## src/rtl/sdiv_pkg.sv

```systemverilog
package sdiv_pkg;
  typedef enum logic {
    DIV_EXP = 1'b0,
    DIV_LIN = 1'b1
  } div_mode_e;

  localparam int unsigned DEF_LIN_W = 8;
  localparam int unsigned DEF_EXP_W = 4;
endpackage

```

## src/rtl/sdiv_cfg_latch.sv

```systemverilog
module sdiv_cfg_latch
  import sdiv_pkg::*;
#(
  parameter int unsigned LIN_W = DEF_LIN_W,
  parameter int unsigned EXP_W = DEF_EXP_W,
  parameter int unsigned CNT_W = 14,
  localparam int unsigned MODE_BIT = LIN_W + EXP_W,
  localparam int unsigned CFG_W = MODE_BIT + 1
) (
  input  logic             clk_i,
  input  logic             rst_ni,
  input  logic             start_i,
  input  logic [CFG_W-1:0] cfg_i,
  output logic [CNT_W-1:0] load_val_o,
  output logic [CNT_W-1:0] reload_o
);
  logic [LIN_W-1:0] lin_n;
  logic [EXP_W-1:0] exp_n;
  div_mode_e        mode;
  logic [CNT_W:0]   pow_v;
  logic [CNT_W:0]   pow_m1;
  logic [CNT_W-1:0] reload_q;

  assign lin_n = cfg_i[LIN_W-1:0];
  assign exp_n = cfg_i[MODE_BIT-1:LIN_W];
  assign mode  = div_mode_e'(cfg_i[MODE_BIT]);

  // half-period - 1 for exponent law: 2^(N1-1) - 1, N1 = 0 clamps to 0
  always_comb begin
    pow_v  = '0;
    pow_m1 = '0;
    if (exp_n != '0) begin
      pow_v  = (CNT_W+1)'(1) << (exp_n - 1'b1);
      pow_m1 = pow_v - 1'b1;
    end
  end

  always_comb begin
    if (mode == DIV_LIN) load_val_o = CNT_W'(lin_n);
    else                 load_val_o = pow_m1[CNT_W-1:0];
  end

  always_ff @(posedge clk_i or negedge rst_ni) begin
    if (!rst_ni)      reload_q <= '0;
    else if (start_i) reload_q <= load_val_o;
  end

  assign reload_o = reload_q;

  assert_cfg_hold_R7: assert property (@(posedge clk_i) disable iff (!rst_ni)
    !start_i |=> $stable(reload_q));
endmodule

```

## src/rtl/sdiv_counter.sv

```systemverilog
module sdiv_counter #(
  parameter int unsigned CNT_W = 14
) (
  input  logic             clk_i,
  input  logic             rst_ni,
  input  logic             start_i,
  input  logic             stop_i,
  input  logic [CNT_W-1:0] load_val_i,
  input  logic [CNT_W-1:0] reload_i,
  output logic             tick_o
);
  logic             active_q;
  logic [CNT_W-1:0] cnt_q;

  // start and stop own the edge: no strobe escapes with them
  assign tick_o = active_q && (cnt_q == '0) && !start_i && !stop_i;

  always_ff @(posedge clk_i or negedge rst_ni) begin
    if (!rst_ni) begin
      active_q <= 1'b0;
      cnt_q    <= '0;
    end else if (start_i) begin
      active_q <= 1'b1;
      cnt_q    <= load_val_i;
    end else if (stop_i) begin
      active_q <= 1'b0;
      cnt_q    <= '0;
    end else if (active_q) begin
      cnt_q <= (cnt_q == '0) ? reload_i : cnt_q - 1'b1;
    end
  end

  assert_idle_quiet_R9: assert property (@(posedge clk_i) disable iff (!rst_ni)
    (stop_i && !start_i) |=> !tick_o);
  assert_restart_load_R6: assert property (@(posedge clk_i) disable iff (!rst_ni)
    start_i |=> (cnt_q == $past(load_val_i)));
endmodule

```

## src/rtl/sdiv_phase.sv

```systemverilog
module sdiv_phase (
  input  logic clk_i,
  input  logic rst_ni,
  input  logic start_i,
  input  logic stop_i,
  input  logic tick_i,
  output logic sclk_o,
  output logic lead_o,
  output logic trail_o
);
  logic sclk_q;

  always_ff @(posedge clk_i or negedge rst_ni) begin
    if (!rst_ni)                sclk_q <= 1'b0;
    else if (start_i || stop_i) sclk_q <= 1'b0;
    else if (tick_i)            sclk_q <= ~sclk_q;
  end

  assign sclk_o  = sclk_q;
  assign lead_o  = tick_i && !sclk_q;
  assign trail_o = tick_i && sclk_q;

  assert_restart_low_R8: assert property (@(posedge clk_i) disable iff (!rst_ni)
    (start_i || stop_i) |=> !sclk_q);
  assert_toggle_R10: assert property (@(posedge clk_i) disable iff (!rst_ni)
    tick_i |=> (sclk_q != $past(sclk_q)));
  assert_edge_excl_R10: assert property (@(posedge clk_i) disable iff (!rst_ni)
    $onehot0({lead_o, trail_o}));
endmodule

```

## src/rtl/sdiv_clkgen.sv

```systemverilog
module sdiv_clkgen
  import sdiv_pkg::*;
#(
  parameter int unsigned LIN_W = DEF_LIN_W,
  parameter int unsigned EXP_W = DEF_EXP_W,
  localparam int unsigned CFG_W = LIN_W + EXP_W + 1,
  localparam int unsigned EXP_SPAN = (1 << EXP_W) - 2,
  localparam int unsigned CNT_W = (LIN_W > EXP_SPAN) ? LIN_W : EXP_SPAN
) (
  input  logic             clk_i,
  input  logic             rst_ni,
  input  logic [CFG_W-1:0] cfg_i,
  input  logic             start_i,
  input  logic             stop_i,
  output logic             tick_o,
  output logic             sclk_o,
  output logic             lead_o,
  output logic             trail_o
);
  logic [CNT_W-1:0] load_val;
  logic [CNT_W-1:0] reload;
  logic             tick;

  sdiv_cfg_latch #(
    .LIN_W(LIN_W),
    .EXP_W(EXP_W),
    .CNT_W(CNT_W)
  ) u_cfg (
    .clk_i     (clk_i),
    .rst_ni    (rst_ni),
    .start_i   (start_i),
    .cfg_i     (cfg_i),
    .load_val_o(load_val),
    .reload_o  (reload)
  );

  sdiv_counter #(
    .CNT_W(CNT_W)
  ) u_cnt (
    .clk_i     (clk_i),
    .rst_ni    (rst_ni),
    .start_i   (start_i),
    .stop_i    (stop_i),
    .load_val_i(load_val),
    .reload_i  (reload),
    .tick_o    (tick)
  );

  sdiv_phase u_phase (
    .clk_i  (clk_i),
    .rst_ni (rst_ni),
    .start_i(start_i),
    .stop_i (stop_i),
    .tick_i (tick),
    .sclk_o (sclk_o),
    .lead_o (lead_o),
    .trail_o(trail_o)
  );

  assign tick_o = tick;

  assert_edge_cover_R10: assert property (@(posedge clk_i) disable iff (!rst_ni)
    tick_o == (lead_o || trail_o));
endmodule

```

## config.mk

```make
export PLATFORM = sky130hd
export DESIGN_NAME = sdiv_clkgen
export DESIGN_NICKNAME = d
export VERILOG_FILES = /design/src/rtl/sdiv_pkg.sv /design/src/rtl/sdiv_cfg_latch.sv /design/src/rtl/sdiv_counter.sv /design/src/rtl/sdiv_phase.sv /design/src/rtl/sdiv_clkgen.sv
export SDC_FILE = /design/constraint.sdc
export NUM_CORES = 1
export LEC_CHECK = 0
export BUFFER_PORTS_ARGS = -buffer_cell sky130_fd_sc_hd__buf_2
export CAP_MARGIN = 15
export CORE_UTILIZATION = 50
export DETAILED_ROUTE_END_ITERATION = 12
export PLACE_DENSITY_LB_ADDON = 0.05
export SYNTH_ARGS = -nofsm -noshare
export SYNTH_HDL_FRONTEND = slang
export SYNTH_HIERARCHICAL = 1
export SYNTH_SLANG_ARGS = --single-unit
```

## constraint.sdc

```tcl
create_clock -name clk_i -period 5.1 [get_ports clk_i]
set_input_delay 0.51 -clock clk_i [delete_from_list [all_inputs] [get_ports clk_i]]
set_output_delay 0.51 -clock clk_i [all_outputs]
set_load 0.02 [all_outputs]
```

# Yosys cells after proc, flatten, opt, wreduce, memory -nomap -nowiden
# Index checks and enable logic that the tools add are counted.
[op_classes]
n_addsub = 3
n_reduce_logical = 14
mux = 10
n_bitwise = 1
n_shift = 1
[op_table]
columns = ["cell", "count"]
rows = [
  ["$mux W14", 6],
  ["$sub A14 B1 Y14 const B", 2],
  ["$logic_not A14 Y1", 1],
  ["$shl A1 B4 Y14 const A", 1],
  ["$logic_and A1 B1 Y1", 5],
  ["$mux W1", 4],
  ["$reduce_bool A2 Y1", 2],
  ["$reduce_bool A4 Y1", 1],
  ["$sub A4 B1 Y4 const B", 1],
  ["$logic_not A1 Y1", 3],
  ["$reduce_bool A3 Y1", 1],
  ["$logic_or A1 B1 Y1", 1],
  ["$not A1 Y1", 1],
]
[word_totals]
out_inout_bits = 4
inputBits = 17
reg_bits = 30
word_cells = 33

# Longest topological paths before layout
[depth]
depth_word = 6
ltp_mapped = 13
depth_no_buf = 10

# Hierarchy
# Netlist, hierarchy kept.
[modules_own_cells]
columns = ["module", "area_each_um2", "seq_area_each_um2", "cells_per_inst", "n_inst"]
rows = [
  ["sdiv_counter", 1116.1, 375.4, 129, 1],
  ["sdiv_cfg_latch", 1091.0, 350.3, 112, 1],
  ["sdiv_phase", 60.1, 25.0, 5, 1],
]

# Worst setup path before layout
# No wires, ideal clock.
[synth_timing]
kind = "flip-flop to output port"
startpoint = "register u_cnt.cnt_q[0]"
endpoint = "output trail_o"
n_path_buf = 1
stages_incl_launch_ff = 8
arrival_ps = 2048
t_required_ps = 4590
path_slack_ps = 2542
cell_sequence = "dfrtp_1 inv_1 ha_1 nor3b_2 nand4_2 buf_2 nor2_1 and2_2"
[synth_via]
elab_chain_len = 5
[synth_lines]
columns = ["element", "line", "source"]
rows = [
  ["start: declaration", "sdiv_counter.sv:13", "logic [CNT_W-1:0] cnt_q;"],
  ["start signal: assignment", "sdiv_counter.sv:24", "cnt_q <= load_val_i;"],
  ["start signal: assignment", "sdiv_counter.sv:29", "cnt_q <= (cnt_q == '0) ? reload_i : cnt_q - 1'b1;"],
  ["$logic_not A14 Y1", "sdiv_counter.sv:16", "assign tick_o = active_q && (cnt_q == '0) && !start_i && !stop_i;"],
  ["$logic_and A1 B1 Y1 (3 in series)", "sdiv_counter.sv:16", ""],
  ["via tick_o", "sdiv_clkgen.sv:15", "output logic tick_o,"],
  ["$logic_and A1 B1 Y1", "sdiv_phase.sv:21", "assign trail_o = tick_i && sclk_q;"],
  ["end: declaration", "sdiv_clkgen.sv:18", "output logic trail_o"],
]
# The timed path passes the listed nets, and every way through them passes these cells.

# Worst setup path after layout
[layout_timing]
startpoint = "register u_cnt.cnt_q[4]"
endpoint = "output trail_o"
[layout_via]
elab_chain_len = 5
[layout_lines]
columns = ["element", "line"]
rows = [
  ["$logic_not A14 Y1", "sdiv_counter.sv:16"],
  ["$logic_and A1 B1 Y1 (3 in series)", "sdiv_counter.sv:16"],
  ["$logic_and A1 B1 Y1", "sdiv_phase.sv:21"],
]
# Every way passes these cells.

==> impl_metrics.toml <==
[status]
status = "finished clean"

[clock_network]
root_buffer = "clkbuf_8"
cts_tree = "done"
ctsHtreeMaxLevel = 2
cts_buffers = 5
clock-sinks = 30
postCtsSetupRepairBufs = 0
cts.repair.resized = 0
clk-insertion-delay-late_ns = 0.29
clk_path_buf_depth = 2
hold_buffers = 0
clk_pin_slew_worst_paths_ns = 0.07

[worst_setup_path]
critical_path_buf_inv_count = 1
critPathRequiredTime_ns = 4.59
slowest_delay_ns = 0.69
cp_slowest_cell = "nor4_4"
end_kind = "primary output"
worstSetupPathType = "register to primary output"
start_kind = "register"
cp_cell_sequence = "nor4_4, nand4_2, nor2_1, and2_2, buf_2"
path_delay_family = "simple AND/OR/NAND/NOR gates"
crit_arrival_ns = 2.57
cp_max_fo = 15

[floorplanning]
dieArea_um2 = 4810
fp-row-count = 24
io_pins = 21
core_area_um2 = 4350
die_h_um = 69.3
die_w_um = 69.3
initial_core_util_pct = 52.1

[timing]
hold_viol = 0
layout_min_cycle_time_ns = 3.08
fmax_ghz = 0.325
finalWorstSetupSlack_ns = 2.02
fin_skew_ns = 0.0121
min_period_over_period_pct = 60.4
rsz0062_at_grt = "false"
drv_slew = 0
relSlewSlack_pct = 48.2
setup_viol = 0
fin_setup_tns_ns = 0
tightestPinTransition_ns = 0.777

[synthesis]
syn_area_um2 = 2270
yosysTopAreaCellShare_pct = 33.1
ys.flop_type = "dfrtp_1"
synth_top_area_cell = "dfrtp_1"
ys_types = 61
synth-seq-cells = 30
syn_inst = 246
ys_async_sr_fraction_pct = 100
synth_warnings = 6
syn_nets = 265
yosysSeqAreaShare_pct = 33.1
postSynthAreaPerCell_um2 = 9.22
synth_edf_count = 0
synth_area_leaders = "dfrtp_1 (33%), mux2_2 (5.0%), buf_6 (3.5%)"

[cells_and_area]
layout_commonest_cell = "dfrtp_1"
fin_nets = 274
drive_gt1_share_pct = 23.0
antenna_cells = 0
area_growth_pct = 5.63
final_area_um2 = 2390
mostFrequentLayoutCells = "dfrtp_1 (30), nor2_1 (21), buf_2 (20)"

[power]
internal_power_uw = 464
combPwrFrac_pct = 21.1
ir_worst_vdd_uv = 123
seq_power_share_pct = 43.0
power_frac_clock_pct = 35.9
p_leak_nw = 0.953
swShare_pct = 30.2
powerDensity_nw_per_um2 = 278
switching_power_uw = 201

[global_routing]
grt_max_degree = 38
antenna_found_initial = 0
grt_pass1_vias = 1781
grt_overflow = 0
grt_use_total_pct = 24.0
grt_pass1_wl_um = 9000

[placement]
port_buffers = 20
place_ws_ns = 2.19
dpl.hpwl_um = 3710
place_congestion = 0.837
place_area_um2 = 2290

[hold_path]
min_path_type = "input pin to asynchronous set/reset pin"

[routing]
wl_per_cell_um = 17.2
vias = 1938
drt_iter0_markers = 250
vias_per_cell = 6.29
wl_um = 5290
ant_nets = 0
drtPass1Iterations = 4
drc_errors = 0

[job]
max-cap-violations = 0
==> logic make-up (layout without fill, tap and decap cells) <==
group | after synthesis | after routing | synth area share (%)
AO/OA/AOI/OAI | 69 | 69 | 21.4
XOR/XNOR | 6 | 6 | 2.32
adder cells (fa/ha/maj) | 2 | 2 | 1.10
buffers and inverters | 26 | 36 | 7.67
flip-flops | 30 | 30 | 33.1
multiplexers | 14 | 14 | 7.17
AND/OR/NAND/NOR | 99 | 99 | 27.2
==> flip-flops by register name (all words and copies together), names as in the netlist <==
register and cells:
u_cnt/cnt_q 14, u_cnt/active_q 1, u_cfg/reload_o 14, u_phase/sclk_o 1
==> power groups by stage <==
stage	clock network (mW)	logic [mW]	registers, mW
after floorplan	0	0.114	0.281
after CTS	0.242	0.140	0.286
final	0.239	0.140	0.286
after global routing	0.252	0.156	0.290
after global placement	0	0.138	0.290
after detailed placement	0	0.139	0.290
==> metal layers <==
layer	up-vias	GRT usage [%]	part of all wire, %
met4	0	7.71	0.87
met1	927	33.5	48
met5	-	0	0
li1	939	-	-
met3	4	5.23	6.0
met2	68	36.8	45
==> worst paths after layout <==
check / end / slack [ns] / cells after the start / start
min reg2reg: u_cfg/reload_o[7]$_DFFE_PN0P_ / 0.50 / 1 / u_cfg/reload_o[7]$_DFFE_PN0P_
min: u_cnt/cnt_q[2]$_DFFE_PN0P_ / 0.26 / 1 / rst_ni
min in group clk_i: u_phase/sclk_o$_DFFE_PN0P_ / 0.46 / 2 / stop_i
max: trail_o / 2.02 / 5 / u_cnt/cnt_q[4]$_DFFE_PN0P_
max in group asynchronous: u_cfg/reload_o[2]$_DFFE_PN0P_ / 4.40 / 1 / rst_ni
max reg2reg: u_phase/sclk_o$_DFFE_PN0P_ / 2.80 / 5 / u_cnt/cnt_q[4]$_DFFE_PN0P_
==> area by class of cell <==
class,instances,area [um2]
multi-input combinational,190,1340
fill,415,1960
inverter,8,30.0
timing repair buffer,20,100
clock inverter,1,30.0
tap,52,65.1
clock buffer,7,76.3
sequential,30,751
==> synth_stat cells (5+ instances only) <==
cell / instances
a21oi_1: 8
a22oi_1: 8
buf_6: 7
clkbuf_1: 6
dfrtp_1: 30
inv_1: 7
mux2_2: 10
nand2_1: 19
nand3_1: 5
nand4_1: 5
nor2_1: 21
nor2b_1: 6
nor3_1: 7
o21ai_0: 15
o31ai_1: 6
==> per-stage QoR <==
| step | hold slack (ns) | util (%) | instances | power, mW |
|---|---|---|---|---|
| 2_1_floorplan | 0.214 | - | 246 | 0.396 |
| 3_3_place_gp | 0.489 | 52.6 | 300 | 0.428 |
| 3_5_place_dp | 0.493 | 52.6 | 300 | 0.429 |
| 4_1_cts | 0.283 | 55.0 | 308 | 0.667 |
| 5_1_grt | 0.318 | 55.0 | 308 | 0.698 |
| 6_report | 0.257 | 55.0 | 308 | 0.665 |
No activity file was read; power rests on OpenSTA's default activity.
